$ cat config.mk
export PLATFORM = sky130hd
export DESIGN_NAME = keyed_watchdog
export DESIGN_NICKNAME = d
export VERILOG_FILES = /design/src/rtl/wdog_pkg.sv /design/src/rtl/wdog_keygate.sv /design/src/rtl/wdog_counter.sv /design/src/rtl/wdog_stage.sv /design/src/rtl/keyed_watchdog.sv
export SDC_FILE = /design/constraint.sdc
export NUM_CORES = 1
export LEC_CHECK = 0
export BUFFER_PORTS_ARGS = -buffer_cell sky130_fd_sc_hd__buf_2
export CAP_MARGIN = 20
export CORE_MARGIN = 5
export CORE_UTILIZATION = 49
export DETAILED_ROUTE_END_ITERATION = 8
export MAX_ROUTING_LAYER = met4
export PLACE_DENSITY_LB_ADDON = 0.1
export SYNTH_ARGS = -nofsm -noshare
export SYNTH_HDL_FRONTEND = slang
export SYNTH_SLANG_ARGS = --single-unit
export TNS_END_PERCENT = 50
$ cat constraint.sdc
create_clock -name clk -period 2.5 [get_ports clk]
set_input_delay 0 -clock clk [delete_from_list [all_inputs] [get_ports clk]]
set_output_delay 0 -clock clk [all_outputs]
set_load 0.02 [all_outputs]
$ cat src/rtl/wdog_pkg.sv
package wdog_pkg;

    localparam int CNT_W     = 9;
    localparam int KEY_W     = 7;
    localparam int WORD_W    = CNT_W + KEY_W;
    localparam int RUN_BIT   = CNT_W - 1;
    localparam int ZERO_LOAD = 256;
    localparam int GRACE     = 10;

    typedef struct packed {
        logic [KEY_W-1:0] key;
        logic [CNT_W-1:0] count;
    } wd_word_t;

    typedef enum logic [1:0] {
        STG_ARMED  = 2'd0,
        STG_WARNED = 2'd1,
        STG_FIRED  = 2'd2
    } wd_stage_t;

    function automatic logic key_pass(input wd_word_t held, input wd_word_t fresh);
        return (!held.count[RUN_BIT]) || (fresh.key == ~held.key);
    endfunction

    function automatic logic [CNT_W-1:0] start_count(input wd_word_t fresh);
        return (fresh.count == '0) ? CNT_W'(ZERO_LOAD) : fresh.count;
    endfunction

endpackage

$ cat src/rtl/wdog_keygate.sv
module wdog_keygate
    import wdog_pkg::*;
(
    input  logic             clk,
    input  logic             rst,
    input  logic             wr_en,
    input  wd_word_t         wr_word,
    output wd_word_t         held_word,
    output logic             accept,
    output logic [CNT_W-1:0] load_val,
    output logic             load_run
);
    wd_word_t held_q;

    always_comb begin
        accept   = wr_en && key_pass(held_q, wr_word);
        load_val = start_count(wr_word);
        load_run = wr_word.count[RUN_BIT];
    end

    always_ff @(posedge clk) begin
        if (rst)         held_q <= '0;
        else if (accept) held_q <= wr_word;
    end

    assign held_word = held_q;

    assert_reject_keeps_word_R3: assert property (@(posedge clk) disable iff (rst)
        (wr_en && !accept) |=> $stable(held_q));

    assert_accept_stores_R4: assert property (@(posedge clk) disable iff (rst)
        accept |=> (held_q == $past(wr_word)));
endmodule

$ cat src/rtl/wdog_counter.sv
module wdog_counter
    import wdog_pkg::*;
#(
    parameter int GRACE_TICKS = GRACE
) (
    input  logic             clk,
    input  logic             rst,
    input  logic             tick,
    input  logic             load,
    input  logic [CNT_W-1:0] load_val,
    input  logic             load_run,
    input  logic             grace_en,
    output logic             expire,
    output logic [CNT_W-1:0] count
);
    logic [CNT_W-1:0] cnt_q;
    logic             run_q;

    assign expire = !load && run_q && tick && (cnt_q <= CNT_W'(1));

    always_ff @(posedge clk) begin
        if (rst) begin
            cnt_q <= '0;
            run_q <= 1'b0;
        end else if (load) begin
            cnt_q <= load_val;
            run_q <= load_run;
        end else if (expire) begin
            if (grace_en) begin
                cnt_q <= CNT_W'(GRACE_TICKS);
            end else begin
                cnt_q <= '0;
                run_q <= 1'b0;
            end
        end else if (run_q && tick) begin
            cnt_q <= cnt_q - CNT_W'(1);
        end
    end

    assign count = cnt_q;

    assert_stopped_holds_R5: assert property (@(posedge clk) disable iff (rst)
        (!run_q && !load) |=> $stable(cnt_q));

    assert_idle_tick_holds_R9: assert property (@(posedge clk) disable iff (rst)
        (!tick && !load) |=> $stable(cnt_q));
endmodule

$ cat src/rtl/wdog_stage.sv
module wdog_stage
    import wdog_pkg::*;
(
    input  logic clk,
    input  logic rst,
    input  logic clear,
    input  logic expire,
    output logic grace_en,
    output logic nmi,
    output logic reset_req
);
    wd_stage_t stg_q;
    logic      req_q;

    always_ff @(posedge clk) begin
        if (rst) begin
            stg_q <= STG_ARMED;
            req_q <= 1'b0;
        end else begin
            req_q <= 1'b0;
            if (clear) begin
                stg_q <= STG_ARMED;
            end else if (expire) begin
                case (stg_q)
                    STG_ARMED:  stg_q <= STG_WARNED;
                    STG_WARNED: begin
                        stg_q <= STG_FIRED;
                        req_q <= 1'b1;
                    end
                    default:    stg_q <= STG_FIRED;
                endcase
            end
        end
    end

    assign grace_en  = (stg_q == STG_ARMED);
    assign nmi       = (stg_q != STG_ARMED);
    assign reset_req = req_q;

    assert_req_single_pulse_R7: assert property (@(posedge clk) disable iff (rst)
        reset_req |=> !reset_req);

    assert_req_needs_nmi_R7: assert property (@(posedge clk) disable iff (rst)
        reset_req |-> nmi);

    assert_nmi_holds_R8: assert property (@(posedge clk) disable iff (rst)
        (nmi && !clear) |=> nmi);
endmodule

$ cat src/rtl/keyed_watchdog.sv
module keyed_watchdog
    import wdog_pkg::*;
#(
    parameter int GRACE_TICKS = GRACE
) (
    input  logic              clk,
    input  logic              rst,
    input  logic              tick,
    input  logic              wr_en,
    input  logic [WORD_W-1:0] wr_data,
    output logic [WORD_W-1:0] ctrl_word,
    output logic [CNT_W-1:0]  ticks_left,
    output logic              nmi,
    output logic              reset_req
);
    wd_word_t         held_word;
    logic             accept;
    logic [CNT_W-1:0] load_val;
    logic             load_run;
    logic             grace_en;
    logic             expire;

    wdog_keygate u_gate (
        .clk       (clk),
        .rst       (rst),
        .wr_en     (wr_en),
        .wr_word   (wd_word_t'(wr_data)),
        .held_word (held_word),
        .accept    (accept),
        .load_val  (load_val),
        .load_run  (load_run)
    );

    wdog_counter #(.GRACE_TICKS(GRACE_TICKS)) u_cnt (
        .clk      (clk),
        .rst      (rst),
        .tick     (tick),
        .load     (accept),
        .load_val (load_val),
        .load_run (load_run),
        .grace_en (grace_en),
        .expire   (expire),
        .count    (ticks_left)
    );

    wdog_stage u_stage (
        .clk       (clk),
        .rst       (rst),
        .clear     (accept),
        .expire    (expire),
        .grace_en  (grace_en),
        .nmi       (nmi),
        .reset_req (reset_req)
    );

    assign ctrl_word = held_word;

    assert_accept_drops_nmi_R8: assert property (@(posedge clk) disable iff (rst)
        accept |=> !nmi);
endmodule

# Word level (Yosys, flattened, before mapping)
# Index checks and enable logic that the tools add are counted.
# W data, S select, Z words.
dict set report op_classes {
  n_addsub 1
  order_cmp 1
  n_eq_ne 3
  n_mux 10
  bitwise_logic 2
  reduce_logical 16
}
# cell count
set ops {}
lappend ops {{$mux W9} 4}
lappend ops {{$le A9 B1 Y1 const B} 1}
lappend ops {{$logic_not A9 Y1} 1}
lappend ops {{$sub A9 B1 Y9 const B} 1}
lappend ops {{$eq A7 B7 Y1} 1}
lappend ops {{$not A7 Y7} 1}
lappend ops {{$logic_and A1 B1 Y1} 5}
lappend ops {{$mux W1} 4}
lappend ops {{$mux W4} 1}
lappend ops {{$reduce_bool A2 Y1} 2}
lappend ops {{$reduce_bool A3 Y1} 1}
lappend ops {{$reduce_or A3 Y1} 1}
lappend ops {{$eq A2 B1 Y1 const B} 1}
lappend ops {{$logic_not A1 Y1} 2}
lappend ops {{$logic_not A2 Y1} 1}
lappend ops {{$mux W2} 1}
lappend ops {{$ne A2 B1 Y1 const B} 1}
lappend ops {{$reduce_and A2 Y1} 1}
lappend ops {{$reduce_or A2 Y1} 1}
lappend ops {{$logic_or A1 B1 Y1} 1}
lappend ops {{$not A1 Y1} 1}
dict set report word_totals {
  ff_bits 29
  input_bits 20
  output_inout_bits 27
  elab_cells 39
}

# Logic depth before layout (Yosys ltp)
# Gate-level depths: netlist of run 1.
dict set report logic_depth {
  ltp_word 10
  mapped_depth 7
}

# Cells and area by module
# A second synthesis of run 1 with hierarchy kept.
dict set report hier_totals {
  hier_cells 182
  area_unflattened_um2 1631.6
}
# module n_inst cells_each area_each_um2
set modules_own_cells {}
lappend modules_own_cells {wdog_keygate 1 91 870.8}
lappend modules_own_cells {wdog_counter 1 79 640.6}
lappend modules_own_cells {wdog_stage 1 12 120.1}

# Worst setup path after synthesis of run 1
# No wires, ideal clock.
dict set report synth_path {
  kind {reg2reg}
  from {reg u_cnt.cnt_q[1], in the netlist u_cnt.count[1]}
  to {reg u_cnt.cnt_q[8], in the netlist u_cnt.count[8]}
  arrival_time_ns 1.831
  required_ns 2.414
  slack_ns 0.583
  stages_incl_launch_ff 8
  path_buffers 0
  cell_sequence {dfxtp_1 > inv_1 > ha_1 > or3b_1 > or3_1 > nor3_1 > a21oi_1 > a211oi_1}
}
dict set report synth_via {
  elab_chain_len 4
}
# item line_no
set synth_rtl {}
lappend synth_rtl {{start, declared} wdog_counter.sv:16} ;# logic [CNT_W-1:0] cnt_q;
lappend synth_rtl {{start signal, assigned} wdog_counter.sv:26} ;# cnt_q <= load_val;
lappend synth_rtl {{start signal, assigned} wdog_counter.sv:30} ;# cnt_q <= CNT_W'(GRACE_TICKS);
lappend synth_rtl {{start signal, assigned} wdog_counter.sv:36} ;# cnt_q <= cnt_q - CNT_W'(1);
lappend synth_rtl {{$sub A9 B1 Y9 or $le A9 B1 Y1 (tied branches)} {wdog_counter.sv:36, wdog_counter.sv:19}}
lappend synth_rtl {{$mux W9 or $logic_and A1 B1 Y1 (tied branches)} {wdog_counter.sv:35, wdog_counter.sv:19}}
lappend synth_rtl {{$mux W9} wdog_counter.sv:28} ;# end else if (expire) begin
lappend synth_rtl {{$mux W9} wdog_counter.sv:25} ;# end else if (load) begin
# Parallel ways exist; a longest one is shown, timed or not. The select of a mux whose other input is x is not followed.
# A chain may end at the register's enable or synchronous reset.

# Final worst setup path of run 1
dict set report layout_path {
  from {reg u_cnt.cnt_q[0], in the netlist u_cnt.count[0]}
  to {reg u_cnt.cnt_q[1], in the netlist u_cnt.count[1]}
}
# The elaborated chain is that of the path after synthesis.

==> results of run 1 <==
[worst max-delay path by stage]
stage / endpoint / cells after the start
after global placement: u_cnt.count[1]$_SDFFE_PP0P_ / 5
after floorplan: u_cnt.count[8]$_SDFFE_PP0P_ / 7
after global routing: u_cnt.count[8]$_SDFFE_PP0P_ / 7
after detailed placement: u_cnt.run_q$_SDFFE_PP0P_ / 5
after CTS: u_cnt.run_q$_SDFFE_PP0P_ / 5
final: u_cnt.count[1]$_SDFFE_PP0P_ / 6
[sequential cells by signal, indices dropped and copies added, names as in the netlist]
name and count:
u_cnt.run_q 1, u_stage.stg_q 2, u_gate.held_word 16, u_cnt.count 9
u_stage.reset_req 1
[power breakdown]
group	switching (mW)	total, mW	internal, mW
combinational	0.144	0.263	0.119
sequential	0.0312	0.524	0.493
clock	0.157	0.320	0.163
[metal layers]
layer  global-route usage  vias up
li1                     -      675
met4               0.0545        0
met5                    -        -
met3               0.0515        7
met1                0.191      613
met2                0.291       42
[what timing repair did]
item,in CTS,in global routing
buffers inserted,0,0
hold buffers,14,0
hold endpoints to repair,17,0
[Yosys cell counts]
| master | count | area, sq um |
|---|---|---|
| nand3_1 | 2 | 10.0 |
| or3b_1 | 1 | 8.76 |
| inv_1 | 6 | 22.5 |
| nor4_1 | 4 | 25.0 |
| nor3_1 | 5 | 25.0 |
| buf_2 | 2 | 10.0 |
| o21ai_0 | 1 | 5.00 |
| a311oi_2 | 1 | 15.0 |
| or2_2 | 3 | 18.8 |
| o31ai_1 | 1 | 7.51 |
| nor4_4 | 1 | 21.3 |
| or3_4 | 1 | 11.3 |
| a21oi_1 | 9 | 45.0 |
| nand2b_1 | 1 | 6.26 |
| o2111ai_1 | 1 | 8.76 |
| a211oi_1 | 7 | 52.6 |
| a22oi_1 | 2 | 15.0 |
| o21ba_2 | 1 | 10.0 |
| xnor2_1 | 8 | 70.1 |
| o211ai_2 | 1 | 12.5 |
| mux2i_1 | 16 | 160 |
| nand4bb_1 | 1 | 11.3 |
| or3_1 | 2 | 12.5 |
| clkbuf_1 | 3 | 11.3 |
| mux2_2 | 1 | 11.3 |
| buf_1 | 1 | 3.75 |
| nor2_1 | 28 | 105 |
| or4_1 | 1 | 7.51 |
| or4_4 | 1 | 11.3 |
| xor2_1 | 1 | 8.76 |
| a2bb2oi_2 | 1 | 15.0 |
| a311oi_1 | 1 | 8.76 |
| ha_1 | 2 | 25.0 |
| nand2_1 | 8 | 30.0 |
| dfxtp_1 | 29 | 581 |
[logic make-up (layout without fill, tap and decap cells)]
logic type,after synthesis,in the layout,share of synthesized area
AO/OA/AOI/OAI,26,26,0.139
XOR/XNOR,9,9,0.0562
adder cells (fa/ha/maj),2,2,0.0178
buffers and inverters,12,74,0.0339
flip-flops,29,29,0.414
multiplexers,17,17,0.122
AND/OR/NAND/NOR,59,59,0.217
[cells in the final DEF (no fill, tap or decap)]
| master | count |
|---|---|
| a311oi_1 | 1 |
| xnor2_1 | 8 |
| clkinv_2 | 1 |
| nor2_1 | 28 |
| mux2i_1 | 16 |
| or3_4 | 1 |
| nand4bb_1 | 1 |
| or3_1 | 2 |
| o2111ai_1 | 1 |
| nor4_1 | 4 |
| dlygate4sd3_1 | 14 |
| mux2_2 | 1 |
| or3b_1 | 1 |
| nand2b_1 | 1 |
| nor3_1 | 5 |
| inv_1 | 6 |
| xor2_1 | 1 |
| a211oi_1 | 7 |
| a311oi_2 | 1 |
| clkbuf_4 | 5 |
| o31ai_1 | 1 |
| clkbuf_8 | 2 |
| a2bb2oi_4 | 1 |
| or4_1 | 1 |
| o211ai_2 | 1 |
| nand3_1 | 2 |
| o21ba_2 | 1 |
| a22oi_1 | 2 |
| nand2_1 | 8 |
| a21oi_1 | 9 |
| or4_4 | 1 |
| dfxtp_1 | 29 |
| buf_2 | 46 |
| nor4_4 | 1 |
| ha_1 | 2 |
| or2_2 | 3 |
| o21ai_0 | 1 |
[worst register-to-register path: stages (launching register included)]
cell and delay (ns):
dfxtp_1 0.47, ha_1 0.19, o21ba_2 0.19, nor4_4 0.56, mux2i_1 0.30, o211ai_2 0.09
a21oi_1 0.18
[layout make-up]
type / count / area (sq um) / share of cell area
repair buffers: 60 / 370 / 0.198
flip-flops and latches: 29 / 581 / 0.311
well taps: 31 / 38.8 / 0.0208
multi-input cells: 113 / 786 / 0.421
inverters: 6 / 22.5 / 0.0121
clock inverters: 1 / 5.00 / 0.00268
clock buffers: 7 / 65.1 / 0.0348
[stage by stage]
step / worst slack (ns) / hold slack, ns / instances / util
floorplan: 0.583 / 0.144 / 154 / -
global placement: 0.547 / 0.255 / 225 / 0.601
detailed placement: 0.478 / 0.270 / 225 / 0.601
CTS: 0.456 / 0.0179 / 247 / 0.677
global route: 0.260 / 0.0277 / 247 / 0.677
finish: 0.470 / 0.0267 / 247 / 0.677
==> impl_metrics.yaml, run 1 <==
status:
  status: "finished clean"
place:
  gp_congestion: 0.800
  port_buffers: 46
  hpwl_um: 2350
  post_dp_cell_area_sq_um: 1660
die:
  die_w_um: 63.5
  start_util: 0.509
  rows: 19
  die_h_um: 63.5
  io_pins: 47
  coreArea_sq_um: 2760
  die-area_sq_um: 4030
setup_path:
  critPathSlowestCell: "nor4_4"
  path_max_fanout: 9
  cp-end-kind: "flip-flop"
  path_class: "flip-flop to flip-flop"
  worstReg2RegEnd: "u_cnt.count[1]$_SDFFE_PP0P_"
  worstRegToRegCells: 6
  path_delay_family: "simple AND/OR/NAND/NOR gates"
  crit_start: "u_cnt.count[0]$_SDFFE_PP0P_"
  cpPeakStageDelay_ns: 0.56
  crit_buf_inv: 0
  cp.required_ns: 2.75
  r2r_start: "u_cnt.count[0]$_SDFFE_PP0P_"
  rrSetupSlack_ns: 0.47
  crit_arrival_ns: 2.28
  startpoint_type: "flip-flop"
  crit_chain: "ha_1 > o21ba_2 > nor4_4 > mux2i_1 > o211ai_2 > a21oi_1"
synth:
  syn_area_per_cell_sq_um: 9.11
  synth_area_sq_um: 1400
  syn_inst: 154
  synth_warnings: 0
  synth_seq_cells: 29
  synth_nets: 176
  synth.distinct_cells: 35
  seq_area_frac_synth: 0.414
pwr:
  cellLeakagePower_nw: 0.863
  finalPower_mw: 1.11
  p_per_area_nw_per_um2: 593
  vdd_ir_drop_max_v: 0.000574
clock_tree:
  cts-root-buf: "clkbuf_4"
  ctsResizeCount: 0
  htreeDepth: 2
  clockBufferDepth: 2
  cts_tree: "done"
  cts.reportedPaths.clkPinSlew_ns: 0.09
  clock_sinks: 29
  clock_latency_ns: 0.32
  cts_buffers: 5
hold_path:
  hp-class: "input pin to flip-flop"
  hp-start: "wr_data[1]"
  min_path_cells: 4
  min_to: "u_cnt.count[1]$_SDFFE_PP0P_"
final_layout:
  fin_area_sq_um: 1870
  n_antenna_cell: 0
  fillCellCount: 224
  layout.nets: 237
  area_growth_pct: 33.2
  drive_gt1_frac: 0.301
detailed_routing:
  met2_length_um: 1710
  firstDrtPassIters: 4
  drt-initial-drc-count: 58
  m1WireLength_um: 1390
  route.met3.wl_um: 229
  top_layer: "met4"
  finalWirelength_um: 3370
  viasPerCell: 5.41
  wire_per_inst_um: 13.6
  ant_nets: 0
  dr_total_vias: 1337
  drc_errors: 0
global_routing:
  grt_max_degree: 38
  overflow: 0
  grt_pass1_wl_um: 5500
  antenna_found_initial: 0
  grt_pass1_vias: 1264
  grt_usage: 0.171
sta:
  setup_viol: 0
  rsz0062_at_grt: "no"
  period_share: 0.812
  fin_tns_setup_ns: 0
  hold_viol: 0
  worst_pin_slew_ns: 1.09
  drv_slew: 0
  fin_crit_ns: 2.03
  fmax_ghz: 0.493
  relSlewSlack: 0.271
  clock-skew-final_ns: 0.00394
run:
  max_cap_viol_count: 0
No activity file was read; power rests on OpenSTA's default activity.
==> run 2, diff against run 1 <==
- clock period: 2.5 -> 1.9 ns (I/O delays scaled with it)
==> impl_metrics.yaml, run 2 (synthesis gave the netlist of run 1 again) <==
final_layout:
  drive_gt1_frac: 0.377
  final_common_cell: "buf_2"
  area_growth_pct: 44.2
  multi_input_area_sq_um: 851
  n_antenna_cell: 0
  mostFrequentLayoutCells: "buf_2, nor2_1, dfxtp_1, mux2i_1, dlygate4sd3_1"
  fillCellCount: 216
  regArea_sq_um: 588
  layout.nets: 244
  largest_reg_flops: 16
sta:
  period_share: 0.961
  fmax_ghz: 0.548
  worst_pin_slew_ns: 0.497
  clock-skew-final_ns: 0.00540
  hold_ws_ns: 0.00908
  setup_viol: 0
  setup_ws_ns: 0.0749
  fin_crit_ns: 1.83
  hold_viol: 0
  relSlewSlack: 0.669
  drv_slew: 0
detailed_routing:
  firstDrtPassIters: 4
  viasPerCell: 5.34
  ant_nets: 0
  dr_total_vias: 1356
  drc_errors: 0
  wire_per_inst_um: 14.1
  finalWirelength_um: 3580
  drt-initial-drc-count: 59
global_routing:
  antenna_found_initial: 0
  grt_pass1_wl_um: 5740
  grt_pass1_vias: 1285
  grt_usage: 0.183
  overflow: 0
  grt_max_degree: 28
pwr:
  finalPower_mw: 1.60
  cellLeakagePower_nw: 0.924
  vdd_ir_drop_max_v: 0.000869
  p_per_area_nw_per_um2: 792
  power_frac_seq: 0.431
  power_frac_clock: 0.325
  combPwrFrac: 0.244
  switching_share: 0.285
  p_int_mw: 1.15
  p_sw_mw: 0.456
setup_path:
  startpoint_type: "flip-flop"
  path_class: "flip-flop to flip-flop"
  critPathSlowestCell: "or3_4"
  path_delay_family: "simple AND/OR/NAND/NOR gates"
  worstRegToRegCells: 7
  cp-end-kind: "flip-flop"
  crit_arrival_ns: 2.06
  crit_chain: "inv_1 > ha_4 > or3b_4 > or3_4 > nor3_2 > a21oi_1 > a211oi_1"
  crit_buf_inv: 1
  cp.depth: 7
  path_max_fanout: 6
  cpPeakStageDelay_ns: 0.40
  cp.required_ns: 2.14
die:
  coreArea_sq_um: 2760
  io_pins: 47
  die_w_um: 63.5
  start_util: 0.509
  die-area_sq_um: 4030
  die_h_um: 63.5
  rows: 19
hold_path:
  hp-class: "input pin to flip-flop"
  min_path_cells: 3
place:
  pre_cts_slack_ns: 0.00957
  hpwl_um: 2470
  port_buffers: 46
  gp_congestion: 0.841
clock_tree:
  clockBufferDepth: 2
  cts_tree: "done"
  htreeDepth: 2
  clock_sinks: 29
  clock_latency_ns: 0.32
  cts.reportedPaths.clkPinSlew_ns: 0.09
  cts-root-buf: "clkbuf_4"
  cts_buffers: 5
run:
  max_cap_viol_count: 0
status:
  status: "finished clean"
==> run 2: what timing repair did <==
action | 4_1_cts | 5_1_grt
gates resized for setup | 3 | 13
gates cloned | 0 | 0
endpoints found under the setup margin | 1 | 24
buffers inserted | 0 | 3
pin swaps | 0 | 5
hold buffers | 14 | 0
endpoints found under the hold margin | 20 | 0
==> run 2: through the flow <==
step / util / instance area, sq um / TNS (ns) / instances
floorplan: - / 1410 / 0 / 154
global placement: 0.618 / 1700 / 0 / 229
detailed placement: 0.618 / 1700 / 0 / 229
CTS: 0.701 / 1930 / 0 / 251
global route: 0.734 / 2020 / -0.0284 / 254
finish: 0.734 / 2020 / 0 / 254
==> run 2: final cells by class <==
cell class                 instances  share of cell area
multi-input combinational        113               0.421
sequential                        29               0.291
timing repair buffer              67               0.215
clock buffer                       7              0.0272
tap                               31              0.0192
clock inverter                     1              0.0148
inverter                           6              0.0124
==> run 2: layer usage <==
| metal | wire length [um] | GRT usage | vias up |
|---|---|---|---|
| met5 | 0 | - | - |
| li1 | - | - | 682 |
| met4 | 41 | 0.0468 | 0 |
| met2 | 1800 | 0.307 | 35 |
| met3 | 208 | 0.0639 | 6 |
| met1 | 1530 | 0.207 | 633 |
==> run 2: path summary, 6_finish.rpt <==
check                           startpoint                           end  slack (ns)
max            u_cnt.count[0]$_SDFFE_PP0P_   u_cnt.count[8]$_SDFFE_PP0P_        0.07
min                                   tick   u_cnt.count[3]$_SDFFE_PP0P_       0.009
max reg2reg    u_cnt.count[0]$_SDFFE_PP0P_   u_cnt.count[8]$_SDFFE_PP0P_        0.07
min reg2reg  u_stage.stg_q[1]$_SDFFE_PP0N_  u_stage.reset_req$_SDFF_PP0_        0.45
==> run 2: worst min-delay path: cells and delay by family <==
kind | cells | cell delay [ns]
buf+inv | 1 | 0.12
compound gates | 2 | 0.16
==> run 2: power groups by stage <==
stage               clock network [mW]  logic, mW  registers [mW]
finish                           0.521      0.391           0.691
global route                     0.574      0.426           0.698
CTS                              0.540      0.369           0.691
detailed placement                   0      0.341           0.704
global placement                     0      0.337           0.702
floorplan                            0      0.177           0.747
==> run 3, diff against run 2 <==
- ABC_AREA: unset -> 1
- CORE_UTILIZATION: 49 -> 51
==> impl_metrics.yaml, run 3 <==
status:
  status: "finished clean"
setup_path:
  cpPeakStageDelay_ns: 0.37
  path_class: "flip-flop to flip-flop"
  crit_arrival_ns: 1.89
  critPathSlowestCell: "dfxtp_1"
  cp.required_ns: 2.11
  path_delay_family: "simple AND/OR/NAND/NOR gates"
  crit_buf_inv: 0
  crit_chain: "nor2_1 > nor2_1 > nand2_1 > nor2_2 > nand2_2 > nand2_4 > nand2_4 > nand2_4 > nand2_1 > nor2_1 > nor2_1"
  path_max_fanout: 36
  crit_top_cell: "nor2_1"
  startpoint_type: "flip-flop"
  cp-end-kind: "flip-flop"
clock_tree:
  htreeDepth: 2
  cts_tree: "done"
  clock_sinks: 29
  cts_setup_buffers: 0
  clock_latency_ns: 0.32
  cts_buffers: 5
  clockBufferDepth: 2
  cts.reportedPaths.clkPinSlew_ns: 0.10
  cts-root-buf: "clkbuf_4"
global_routing:
  grt_pass1_wl_um: 6350
  antenna_found_initial: 0
  grt_usage: 0.193
  overflow: 0
  grt_pass1_vias: 1433
  grt_max_degree: 37
hold_path:
  hp-class: "input pin to flip-flop"
final_layout:
  fillCellCount: 286
  largest_reg_flops: 16
  area_growth_pct: 26.7
  n_antenna_cell: 0
  mostFrequentLayoutCells: "nand2_1, buf_2, nor2_1, dfxtp_1, inv_1"
  layout.nets: 312
  instances_no_fill: 324
  drive_gt1_frac: 0.244
  final_common_cell: "nand2_1"
sta:
  hold_ws_ns: 0.0121
  setup_viol: 0
  drv_slew: 0
  hold_viol: 0
  fmax_ghz: 0.594
  worst_pin_slew_ns: 0.499
  rsz0062_at_grt: "no"
  fin_tns_setup_ns: 0
  fin_crit_ns: 1.68
  relSlewSlack: 0.665
  period_share: 0.886
  clock-skew-final_ns: 0.0146
synth:
  synth_warnings: 0
  syn_area_per_cell_sq_um: 6.79
  synth_xor_area_frac: 0.0391
  ys_async_sr_fraction: 0
  synth-main-ff-cell: "dfxtp_1"
  seq_area_frac_synth: 0.370
  synth_common_cells: "nand2_1, nor2_1, dfxtp_1, inv_1, nand3_1"
  synth.distinct_cells: 28
  synth_nets: 253
  synthSimpleGateAreaFrac: 0.356
  synth.most_common_cell: "nand2_1"
  synth_area_leaders: "dfxtp_1, nand2_1, nor2_1"
  synthAdderAreaFrac: 0.0160
  yosysTopAreaCell: "dfxtp_1"
  synth_area_sq_um: 1570
  synth_top_family_by_area: "simple AND/OR/NAND/NOR gates"
  synth_edf_count: 0
  synthMuxAreaShare: 0
  synth_compound_area_frac: 0.119
  syn_inst: 231
  synth_top_area_frac: 0.370
  synth_seq_cells: 29
detailed_routing:
  ant_nets: 0
  dr_total_vias: 1582
  wire_per_inst_um: 11.7
  drt-initial-drc-count: 110
  viasPerCell: 4.88
  finalWirelength_um: 3800
  firstDrtPassIters: 4
  drc_errors: 0
place:
  hpwl_um: 2780
  gp_congestion: 0.868
  dpl.cell_count: 303
  port_buffers: 46
die:
  coreArea_sq_um: 3000
  rows: 20
  io_pins: 47
  die-area_sq_um: 4280
  start_util: 0.522
  die_w_um: 65.4
  die_h_um: 65.4
pwr:
  vdd_ir_drop_max_v: 0.000583
  p_per_area_nw_per_um2: 778
  cellLeakagePower_nw: 1.04
run:
  max_cap_viol_count: 0
run 3: changes by cell type after synthesis, sizes merged, moves of 6 or more:
cell    delta
inv       +22
a211oi     -7
nand2     +54
o21ai     +13
nor2       +6
mux2i     -16
a21oi      +6
nand3     +21
xnor2      -6
run 3: final timing paths:
check	from	cells past startpoint	slack [ns]	end
hold / removal	wr_data[6]	3	0.01	u_gate.held_word[6]$_SDFFE_PP0N_
setup / recovery	u_gate.held_word[10]$_SDFFE_PP0N_	11	0.22	u_cnt.count[7]$_SDFFE_PP0P_
setup reg to reg	u_gate.held_word[10]$_SDFFE_PP0N_	11	0.22	u_cnt.count[7]$_SDFFE_PP0P_
hold reg to reg	u_stage.stg_q[1]$_SDFFE_PP0N_	1	0.46	u_stage.reset_req$_SDFF_PP0_
run 3: through the flow:
stage | cell area, sq um | utilization | power (mW) | setup slack, ns
CTS | 1990 | 0.662 | 1.56 | 0.221
floorplan | 1570 | - | 1.02 | 0.397
global route | 1990 | 0.662 | 1.65 | 0.00339
detailed placement | 1790 | 0.597 | 1.13 | 0.259
finish | 1990 | 0.662 | 1.55 | 0.216
global placement | 1790 | 0.597 | 1.13 | 0.282
run 3: worst register-to-register path: stages, from the launching register on:
cell     delay (ns)
dfxtp_1        0.37
nor2_1         0.06
nor2_1         0.10
nand2_1        0.07
nor2_2         0.12
nand2_2        0.10
nand2_4        0.11
nand2_4        0.22
nand2_4        0.23
nand2_1        0.07
nor2_1         0.10
nor2_1         0.04
run 3: cells by family after synthesis:
| family | count (synthesis) |
|---|---|
| buf+inv | 36 |
| fa+ha+maj | 2 |
| xor+xnor | 7 |
| compound gates | 33 |
| simple gates | 124 |
| flops | 29 |
run 3: area by class of cell:
type	count	area, sq um	area share
Timing Repair Buffer	59	360	0.181
Clock buffer	6	51.3	0.0258
Sequential cell	29	581	0.292
Multi-Input combinational cell	166	831	0.418
Tap cell	33	41.3	0.0208
Inverter	29	109	0.0548
Clock inverter	2	13.8	0.00693
run 3: what timing repair did:
action	in CTS	in global routing
hold buffers	13	0
endpoints found under the hold margin	16	0
resized for setup	0	0
run 3: where the power goes:
part / switching (mW) / leakage, nW / internal (mW)
clock: 0.225 / 0.0382 / 0.180
combinational: 0.270 / 0.762 / 0.170
sequential: 0.0451 / 0.239 / 0.655
run 3: routing by layer:
layer  GRT usage  part of all wire  vias to the layer above
met5           -                 0                        -
met3      0.0479             0.052                        2
met4      0.0544            0.0063                        0
met1       0.250              0.47                      690
li1            -                 -                      847
met2       0.300              0.47                       43
